File: src/rtl/rcu_pkg.sv
package rcu_pkg;

  // Slots a request occupies: at least one, never more than the buffer.
  function automatic int unsigned cap_slots(input int unsigned uops,
                                            input int unsigned depth);
    if (uops == 0) return 1;
    if (uops > depth) return depth;
    return uops;
  endfunction

  // Circular advance; base < depth and step <= depth.
  function automatic int unsigned wrap_add(input int unsigned base,
                                           input int unsigned step,
                                           input int unsigned depth);
    int unsigned s;
    s = base + step;
    return (s >= depth) ? s - depth : s;
  endfunction

endpackage

File: src/rtl/rcu_space_tracker.sv
module rcu_space_tracker #(
  parameter int DEPTH = 16,
  parameter int CNT_W = 5,
  parameter int TOK_W = 4
) (
  input  logic             clk,
  input  logic             rst_n,
  input  logic             alloc_en,
  input  logic [CNT_W-1:0] alloc_slots,
  input  logic [CNT_W-1:0] free_slots,
  output logic [TOK_W-1:0] head_o,
  output logic [TOK_W-1:0] tail_o,
  output logic [CNT_W-1:0] avail_o
);
  logic [TOK_W-1:0] head_q, tail_q;
  logic [CNT_W-1:0] avail_q;

  always_ff @(posedge clk) begin
    if (!rst_n) begin
      head_q  <= '0;
      tail_q  <= '0;
      avail_q <= CNT_W'(DEPTH);
    end else begin
      head_q <= TOK_W'(rcu_pkg::wrap_add(32'(head_q), 32'(free_slots), DEPTH));
      if (alloc_en)
        tail_q <= TOK_W'(rcu_pkg::wrap_add(32'(tail_q), 32'(alloc_slots), DEPTH));
      avail_q <= avail_q + free_slots - (alloc_en ? alloc_slots : '0);
    end
  end

  assign head_o  = head_q;
  assign tail_o  = tail_q;
  assign avail_o = avail_q;
endmodule

File: src/rtl/rcu_token_store.sv
module rcu_token_store #(
  parameter int DEPTH = 16,
  parameter int IDX_W = 8,
  parameter int CNT_W = 5,
  parameter int TOK_W = 4
) (
  input  logic                        clk,
  input  logic                        rst_n,
  input  logic                        wr_en,
  input  logic [TOK_W-1:0]            wr_ptr,
  input  logic [IDX_W-1:0]            wr_idx,
  input  logic [CNT_W-1:0]            wr_slots,
  input  logic                        mark_en,
  input  logic [TOK_W-1:0]            mark_ptr,
  output logic [DEPTH-1:0][IDX_W-1:0] idx_o,
  output logic [DEPTH-1:0][CNT_W-1:0] slots_o,
  output logic [DEPTH-1:0]            done_o
);
  // One record per slot; only the first slot of a token carries meaning.
  for (genvar s = 0; s < DEPTH; s++) begin : g_slot
    always_ff @(posedge clk) begin
      if (!rst_n) begin
        idx_o[s]   <= '0;
        slots_o[s] <= '0;
        done_o[s]  <= 1'b0;
      end else if (wr_en && wr_ptr == TOK_W'(s)) begin
        idx_o[s]   <= wr_idx;
        slots_o[s] <= wr_slots;
        done_o[s]  <= 1'b0;
      end else if (mark_en && mark_ptr == TOK_W'(s)) begin
        done_o[s]  <= 1'b1;
      end
    end
  end
endmodule

File: src/rtl/rcu_retire_select.sv
module rcu_retire_select #(
  parameter int DEPTH = 16,
  parameter int IDX_W = 8,
  parameter int CNT_W = 5,
  parameter int TOK_W = 4,
  parameter int LANES = 2
) (
  input  logic [TOK_W-1:0]            head,
  input  logic [CNT_W-1:0]            used,
  input  logic [DEPTH-1:0][IDX_W-1:0] idx,
  input  logic [DEPTH-1:0][CNT_W-1:0] slots,
  input  logic [DEPTH-1:0]            done,
  output logic [LANES-1:0]            lane_valid,
  output logic [LANES-1:0][IDX_W-1:0] lane_idx,
  output logic [CNT_W-1:0]            freed
);
  logic [TOK_W-1:0] ptr [LANES];
  logic [CNT_W-1:0] acc [LANES+1];
  logic             go  [LANES];

  assign ptr[0] = head;
  assign acc[0] = '0;
  assign go[0]  = 1'b1;

  // Lane k looks at the token that follows the k older tokens before it.
  for (genvar k = 0; k < LANES; k++) begin : g_lane
    assign lane_valid[k] = go[k] && (acc[k] < used) && done[ptr[k]];
    assign lane_idx[k]   = idx[ptr[k]];
    assign acc[k+1]      = acc[k] + (lane_valid[k] ? slots[ptr[k]] : '0);
    if (k + 1 < LANES) begin : g_next
      assign go[k+1]  = lane_valid[k];
      assign ptr[k+1] = TOK_W'(rcu_pkg::wrap_add(32'(ptr[k]), 32'(slots[ptr[k]]), DEPTH));
    end
  end

  assign freed = acc[LANES];
endmodule

File: src/rtl/rcu_retire_unit.sv
module rcu_retire_unit #(
  parameter int DEPTH      = 16,
  parameter int IDX_W      = 8,
  parameter int UOP_W      = 6,
  parameter int RETIRE_MAX = 2,
  localparam int TOK_W = (DEPTH > 1) ? $clog2(DEPTH) : 1,
  localparam int CNT_W = $clog2(DEPTH + 1),
  localparam int LANES = (RETIRE_MAX == 0 || RETIRE_MAX > DEPTH) ? DEPTH : RETIRE_MAX
) (
  input  logic                   clk,
  input  logic                   rst_n,
  input  logic                   rsv_valid_i,
  input  logic [IDX_W-1:0]       rsv_idx_i,
  input  logic [UOP_W-1:0]       rsv_uops_i,
  output logic                   rsv_ready_o,
  output logic [TOK_W-1:0]       rsv_token_o,
  input  logic                   exe_valid_i,
  input  logic [TOK_W-1:0]       exe_token_i,
  output logic [LANES-1:0]       ret_valid_o,
  output logic [LANES*IDX_W-1:0] ret_idx_o,
  output logic                   full_o,
  output logic                   empty_o,
  output logic [CNT_W-1:0]       free_o
);
  // Named internal events, visible to the bound checker.
  logic [CNT_W-1:0]            rsv_slots;
  logic                        rsv_fire;
  logic [CNT_W-1:0]            freed_slots;
  logic [CNT_W-1:0]            used_slots;
  logic [TOK_W-1:0]            head, tail;
  logic [CNT_W-1:0]            avail;
  logic [DEPTH-1:0][IDX_W-1:0] st_idx;
  logic [DEPTH-1:0][CNT_W-1:0] st_slots;
  logic [DEPTH-1:0]            st_done;
  logic [LANES-1:0][IDX_W-1:0] lane_idx;

  assign rsv_slots   = CNT_W'(rcu_pkg::cap_slots(32'(rsv_uops_i), DEPTH));
  assign rsv_ready_o = (rsv_slots <= avail);
  assign rsv_fire    = rsv_valid_i && rsv_ready_o;
  assign rsv_token_o = tail;
  assign used_slots  = CNT_W'(DEPTH) - avail;

  rcu_space_tracker #(.DEPTH(DEPTH), .CNT_W(CNT_W), .TOK_W(TOK_W)) u_space (
    .clk        (clk),
    .rst_n      (rst_n),
    .alloc_en   (rsv_fire),
    .alloc_slots(rsv_slots),
    .free_slots (freed_slots),
    .head_o     (head),
    .tail_o     (tail),
    .avail_o    (avail)
  );

  rcu_token_store #(.DEPTH(DEPTH), .IDX_W(IDX_W), .CNT_W(CNT_W), .TOK_W(TOK_W)) u_store (
    .clk     (clk),
    .rst_n   (rst_n),
    .wr_en   (rsv_fire),
    .wr_ptr  (tail),
    .wr_idx  (rsv_idx_i),
    .wr_slots(rsv_slots),
    .mark_en (exe_valid_i),
    .mark_ptr(exe_token_i),
    .idx_o   (st_idx),
    .slots_o (st_slots),
    .done_o  (st_done)
  );

  rcu_retire_select #(.DEPTH(DEPTH), .IDX_W(IDX_W), .CNT_W(CNT_W), .TOK_W(TOK_W),
                      .LANES(LANES)) u_select (
    .head      (head),
    .used      (used_slots),
    .idx       (st_idx),
    .slots     (st_slots),
    .done      (st_done),
    .lane_valid(ret_valid_o),
    .lane_idx  (lane_idx),
    .freed     (freed_slots)
  );

  for (genvar k = 0; k < LANES; k++) begin : g_out
    assign ret_idx_o[k*IDX_W +: IDX_W] = lane_idx[k];
  end

  assign full_o  = (avail == '0);
  assign empty_o = (avail == CNT_W'(DEPTH));
  assign free_o  = avail;
endmodule

File: config.mk
export PLATFORM = sky130hd
export DESIGN_NAME = rcu_retire_unit
export DESIGN_NICKNAME = d
export VERILOG_FILES = /design/src/rtl/rcu_pkg.sv /design/src/rtl/rcu_space_tracker.sv /design/src/rtl/rcu_token_store.sv /design/src/rtl/rcu_retire_select.sv /design/src/rtl/rcu_retire_unit.sv
export SDC_FILE = /design/constraint.sdc
export NUM_CORES = 1
export LEC_CHECK = 0
export ABC_AREA = 0
export BUFFER_PORTS_ARGS = -buffer_cell sky130_fd_sc_hd__buf_2
export CAP_MARGIN = 20
export CORE_UTILIZATION = 50
export CTS_CLUSTER_DIAMETER = 150
export CTS_CLUSTER_SIZE = 12
export DETAILED_ROUTE_END_ITERATION = 8
export PLACE_DENSITY = 0.66
export SLEW_MARGIN = 15
export SYNTH_ARGS = -nofsm -noshare
export SYNTH_HDL_FRONTEND = slang
export SYNTH_HIERARCHICAL = 1
export SYNTH_SLANG_ARGS = --single-unit
export TNS_END_PERCENT = 1
File: constraint.sdc
create_clock -name clk -period 20.2 [get_ports clk]
set_input_delay 4.04 -clock clk [delete_from_list [all_inputs] [get_ports clk]]
set_output_delay 4.04 -clock clk [all_outputs]
set_load 0.02 [all_outputs]
==> results of run 1 <==
## power breakdown
group	internal, mW	switching [mW]	total, mW
Sequential	0.486	0.0186	0.504
Combinational	0.135	0.172	0.306
Clock	0.203	0.179	0.383
## worst register-to-register path: stages, from the launching register on
cell	delay [ns]
dfxtp_4	0.65
buf_4	0.62
mux4_2	0.58
mux4_2	0.56
ha_4	0.20
fa_2	0.69
buf_4	0.62
mux4_2	0.47
mux4_2	0.50
and3_1	0.22
ha_1	0.19
inv_1	0.07
fa_1	0.18
inv_1	0.07
xnor2_1	0.18
xnor2_1	0.18
inv_1	0.10
fa_1	0.55
inv_1	0.04
ha_1	0.30
nor2b_1	0.15
o21a_1	0.18
nor3b_1	0.20
mux2i_1	0.09
## cell usage after synthesis, drive strengths merged (5+ instances only)
library cell  number
dfxtp            237
nor2b             12
mux2i            218
nand2b             8
nand2            238
ha                28
buf               44
nor3b             14
fa                 8
nor3               6
nor2              15
inv               35
xnor2             14
clkbuf            50
and2              17
mux2               6
a21oi             18
and3b              5
mux4             133
and3               6
nand3              6
## how the worst max path moves through the flow
stage	startpoint	to	slack, ns	cells after the start
floorplan	rsv_uops_i[5]	rsv_ready_o	10.92	6
global placement	rsv_uops_i[5]	rsv_ready_o	10.74	8
detailed placement	rsv_uops_i[5]	rsv_ready_o	10.72	8
CTS	u_space/head_o[0]$_SDFF_PN0_	ret_idx_o[8]	10.50	9
global route	u_space/head_o[0]$_SDFF_PN0_	ret_idx_o[14]	10.25	8
finish	u_space/head_o[0]$_SDFF_PN0_	ret_idx_o[8]	10.54	9
## cell type report
type	count	area, sq um
fill	2239	11700
multi-input combinational	802	7958
sequential	237	4751
clock buffer	24	579.3
timing repair buffer	73	426.7
tap	335	419.2
inverter	35	131.4
clock inverter	2	25.02
## logic make-up (layout without fill, tap and decap cells)
| group | after synthesis | in the layout | synth area share |
|---|---|---|---|
| multiplexers | 357 | 357 | 0.3967 |
| AND/OR/NAND/NOR | 338 | 338 | 0.1200 |
| flip-flops | 237 | 237 | 0.3586 |
| buffers and inverters | 129 | 134 | 0.04359 |
| AO/OA/AOI/OAI | 53 | 53 | 0.02903 |
| adder cells (fa/ha/maj) | 37 | 37 | 0.03943 |
| XOR/XNOR | 17 | 17 | 0.01267 |
## per-stage QoR
stage | worst slack (ns) | cells | utilization | hold WS (ns) | power (mW)
3_3_place_gp | 10.74 | 1482 | 0.5267 | 0.4535 | 0.8154
3_5_place_dp | 10.72 | 1482 | 0.5267 | 0.4574 | 0.8194
2_1_floorplan | 10.92 | 1168 | - | 0.4406 | 0.7413
4_1_cts | 10.50 | 1508 | 0.5499 | 0.4672 | 1.201
5_1_grt | 10.25 | 1508 | 0.5499 | 0.4803 | 1.245
6_report | 10.54 | 1508 | 0.5499 | 0.4676 | 1.194
## state kept, by name, indices dropped and copies added, names as in the netlist
name	count
u_store/done_o	16
u_store/idx_o	128
u_store/slots_o	80
u_space/head_o	4
u_space/tail_o	4
u_space/avail_o	5
## layer usage
metal	part of all wire	GRT usage
met3	0.053	0.02687
met5	0	0
met1	0.45	0.3589
met4	0.036	0.08924
met2	0.46	0.4108
==> metrics.yaml, run 1 <==
synth.largest_area_cell: "dfxtp_1"
path_common_cell: "mux4_2"
hold_start: "u_store/idx_o[49]$_SDFFE_PN0P_"
coreArea_sq_mm: 0.02598
cts_root_buf: "clkbuf_16"
cts_resized: 0
max_freq_ghz: 0.1035
clk_pin_slew_worst_paths_ns: 0.07
grt_first_pass_wirelength_um: 52160
r2r_start: "u_space/head_o[0]$_SDFF_PN0_"
track_usage: 0.2555
reg2reg_slack_ns: 12.48
period_share: 0.4782
cts_tree: "done"
drive_above_1_share: 0.2310
seq_area_frac_synth: 0.3586
clock_latency_ns: 0.53
synth_top_area_frac: 0.3586
worstPathArrival_ns: 5.62
finish.instance_area_sq_mm: 0.01429
numClockSinks: 237
grt_max_degree: 105
synth_warnings: 6
final_nets: 1230
initial_utilization: 0.5092
place.gp.congestion: 0.8228
worstHoldPathCells: 2
drt-pass1-iter-count: 5
rsz0062_at_grt: "false"
worstSetupPathType: "flop to output port"
postPlaceCellArea_sq_mm: 0.01369
hold_violations: 0
vias: 9229
h-tree-depth: 1
clockBufferDepth: 3
avgRoutedWirePerCell_um: 22.46
cpMaxStageDelayCell: "fa_2"
crit_chain: "buf_4 -> mux4_2 -> mux4_2 -> ha_4 -> fa_2 -> buf_4 -> mux4_2 -> mux4_2 -> buf_2"
syn_inst: 1168
portBuffers: 51
skew_ns: 0.01474
grt_pass1_vias: 8842
dieArea_sq_mm: 0.02712
drv_slew: 0
r2r_cells: 23
synth-edff-count: 0
area_growth_pct: 8.000
end_kind: "output port"
setup_violations: 0
drc: 0
tightest_slew_ns: 1.053
cts_buffers: 23
min_period_ns: 9.659
r2r-end: "u_space/avail_o[4]$_SDFF_PN1_"
die_w_um: 164.7
p_leak_nw: 5.471
drv_cap: 0
ir_drop_uv: 77.77
critPathBufInv: 3
pin_count: 52
final_cell_mix: "237 x nand2_1, 234 x dfxtp_1, 218 x mux2i_1"
avgSynthCellArea_sq_um: 11.33
synthTopCellsByArea: "dfxtp_1 36%, mux4_2 23%, mux2i_1 16%, nand2_1 6.7%, ha_1 2.6%"
antenna_found_initial: 0
ys.flop_type: "dfxtp_1"
cts_hold_buffers: 0
grt_overflow: 0
antenna_cells: 0
chipHeight_um: 164.7
synth_async_sr_flop_share: 0
drtIter0Drc: 713
min_to: "u_store/idx_o[49]$_SDFFE_PN0P_"
cts_post_setup_buffers_inserted: 0
setup_tns_ns: 0
syn_area_sq_mm: 0.01323
critPathMaxFanout: 48
totalWireLength_um: 33870
ant_nets: 0
outcome: "completed"
p_per_area_mw_per_mm2: 83.52
crit_family: "multiplexers"
max-slew-margin-rel: 0.2982
cpPeakStageDelay_ns: 0.69
crit_required_ns: 16.16
rows: 59
synth_cell_types: 65
hp-class: "flop to flop"
worst_setup_path_start_kind: "flop"
routed_via_density: 6.120
synth-seq-cells: 237
final_common_cell: "nand2_1"
syn_nets: 1226
post-dp-hpwl_um: 20090
Note: power is estimated with default switching activity, not from simulation.
==> inputs of run 2 (changes only) <==
PLACE_DENSITY = 0.68   (was 0.66)
clock period = 8.7 ns   (was 20.2 ns; I/O delays follow)
==> run 2 against run 1 <==
Net effect: cell area barely moved; power rose by 130%; register-to-register slack got worse by 11 ns; final cell count did not move; clock power rose by 130%; sequential power rose by 130%; non-clock buffer count did not move; setup slack got worse by 9.0 ns; critical path type is now flop to flop.
==> metrics.yaml, run 2 (same netlist as run 1, synthesis figures left out) <==
outcome: "completed"
critPathBufInv: 3
drt-pass1-iter-count: 5
grt_overflow: 0
initial_utilization: 0.5092
coreArea_sq_mm: 0.02598
drc: 0
vias: 9183
totalWireLength_um: 34070
use_met3: 0.03139
crit_chain: "mux4_2 -> mux4_2 -> ha_4 -> fa_2 -> mux4_2 -> nand2_1 -> and4_4 -> nor4_4 -> and2_1 -> nand3_1 -> fa_1 -> inv_1 -> xnor2_1 -> xnor2_1 -> inv_1 -> fa_1 -> inv_1 -> ha_1 -> nor2b_1 -> o21a_1 -> nor3b_1 -> mux2i_1"
setup_violations: 0
rows: 59
clk_pin_slew_worst_paths_ns: 0.07
busiest_layer: "met2"
crit_family: "adder cells"
cpPeakStageDelay_ns: 1.10
grt_pass1_vias: 9090
p_leak_nw: 5.473
place.gp.congestion: 0.8705
combPwrFrac: 0.258
routed_via_density: 6.090
grt_max_degree: 126
antenna_found_initial: 0
p_per_area_mw_per_mm2: 194.6
cts_hold_buffers: 0
place_inst: 1482
area_growth_pct: 8.076
finalPower_mw: 2.782
rsz0062_at_grt: "false"
cts_post_setup_buffers_inserted: 0
avgRoutedWirePerCell_um: 22.59
grt_first_pass_wirelength_um: 52740
hold_violations: 0
clockBufferDepth: 3
chipHeight_um: 164.7
portBuffers: 51
cpMaxStageDelayCell: "fa_2"
top_regs: "u_store/idx_o (128), u_store/slots_o (80), u_store/done_o (16)"
dieArea_sq_mm: 0.02712
drv_slew: 0
end_kind: "flop"
hp-class: "flop to flop"
clock_latency_ns: 0.54
h-tree-depth: 1
cts_buffers: 23
final_cells: 1508
cts_resized: 0
min_period_ns: 7.156
antenna_cells: 0
drv_cap: 0
final_common_cell: "nand2_1"
setup_tns_ns: 0
switching_share: 0.3119
p_seq_frac: 0.421
worstSetupPathType: "flop to flop"
final_cell_mix: "237 x nand2_1, 234 x dfxtp_1, 218 x mux2i_1"
ant_nets: 0
cts_tree: "done"
post-dp-hpwl_um: 20670
max_freq_ghz: 0.1397
met2_usage: 0.4139
skew_ns: 0.01353
final_nets: 1230
top_register: "u_store/idx_o"
drive_above_1_share: 0.2310
p_clk_frac: 0.321
ir_drop_uv: 138.2
numClockSinks: 237
critPathMaxFanout: 34
cts_root_buf: "clkbuf_16"
worstPathArrival_ns: 7.58
drtIter0Drc: 698
crit_required_ns: 9.12
max-slew-margin-rel: 0.3046
pin_count: 52
worst_setup_path_start_kind: "flop"
die_w_um: 164.7
tightest_slew_ns: 1.038
period_share: 0.8225
internal_power_mw: 1.914
power_switching_mw: 0.8678
largest_reg_flops: 128
global_route.usage.met1: 0.3601
track_usage: 0.2582
==> run 2: routing by layer <==
metal / vias up / wire length (um)
li1: 4219 / -
met1: 4585 / 15040
met2: 306 / 15820
met3: 73 / 1952
met4: 0 / 1247
met5: - / 0
==> run 2: path summary, 6_finish.rpt <==
path                                                  startpoint                          endpoint  slack [ns]  depth (start not counted)
worst max-delay path                u_space/head_o[0]$_SDFF_PN0_     u_space/avail_o[4]$_SDFF_PN1_        1.54                         22
worst min-delay path            u_store/slots_o[68]$_SDFFE_PN0P_  u_store/slots_o[68]$_SDFFE_PN0P_        0.47                          2
worst max register to register      u_space/head_o[0]$_SDFF_PN0_     u_space/avail_o[4]$_SDFF_PN1_        1.54                         22
worst min register to register  u_store/slots_o[68]$_SDFFE_PN0P_  u_store/slots_o[68]$_SDFFE_PN0P_        0.47                          2
==> run 2: power groups by stage <==
stage	Sequential (mW)	Clock [mW]	Combinational, mW
after global placement	1.19	0	0.704
after global routing	1.18	0.946	0.774
after floorplan	1.19	0	0.526
final	1.17	0.894	0.718
after CTS	1.17	0.907	0.718
after detailed placement	1.19	0	0.715
==> run 2: tightest hold or removal path: stages, from the launching register on <==
cell,delay [ns]
dfxtp_1,0.32
nand2_1,0.05
mux2i_1,0.05
==> run 2: through the flow <==
step | instance area [sq um] | hold WS [ns] | util | worst slack, ns
floorplan | 13230 | 0.4406 | - | 1.643
global placement | 13700 | 0.4498 | 0.5271 | 1.683
detailed placement | 13700 | 0.4581 | 0.5271 | 1.500
CTS | 14300 | 0.4680 | 0.5503 | 1.519
global route | 14300 | 0.4865 | 0.5503 | 1.126
finish | 14300 | 0.4684 | 0.5503 | 1.544
==> run 2: final cells by class <==
cell class,instances,area (sq um)
fillers,2224,11690
multi-input cells,802,7968
flip-flops and latches,237,4751
clock buffers,24,579.3
repair buffers,73,426.7
well taps,335,419.2
inverters,35,131.4
clock inverters,2,25.02
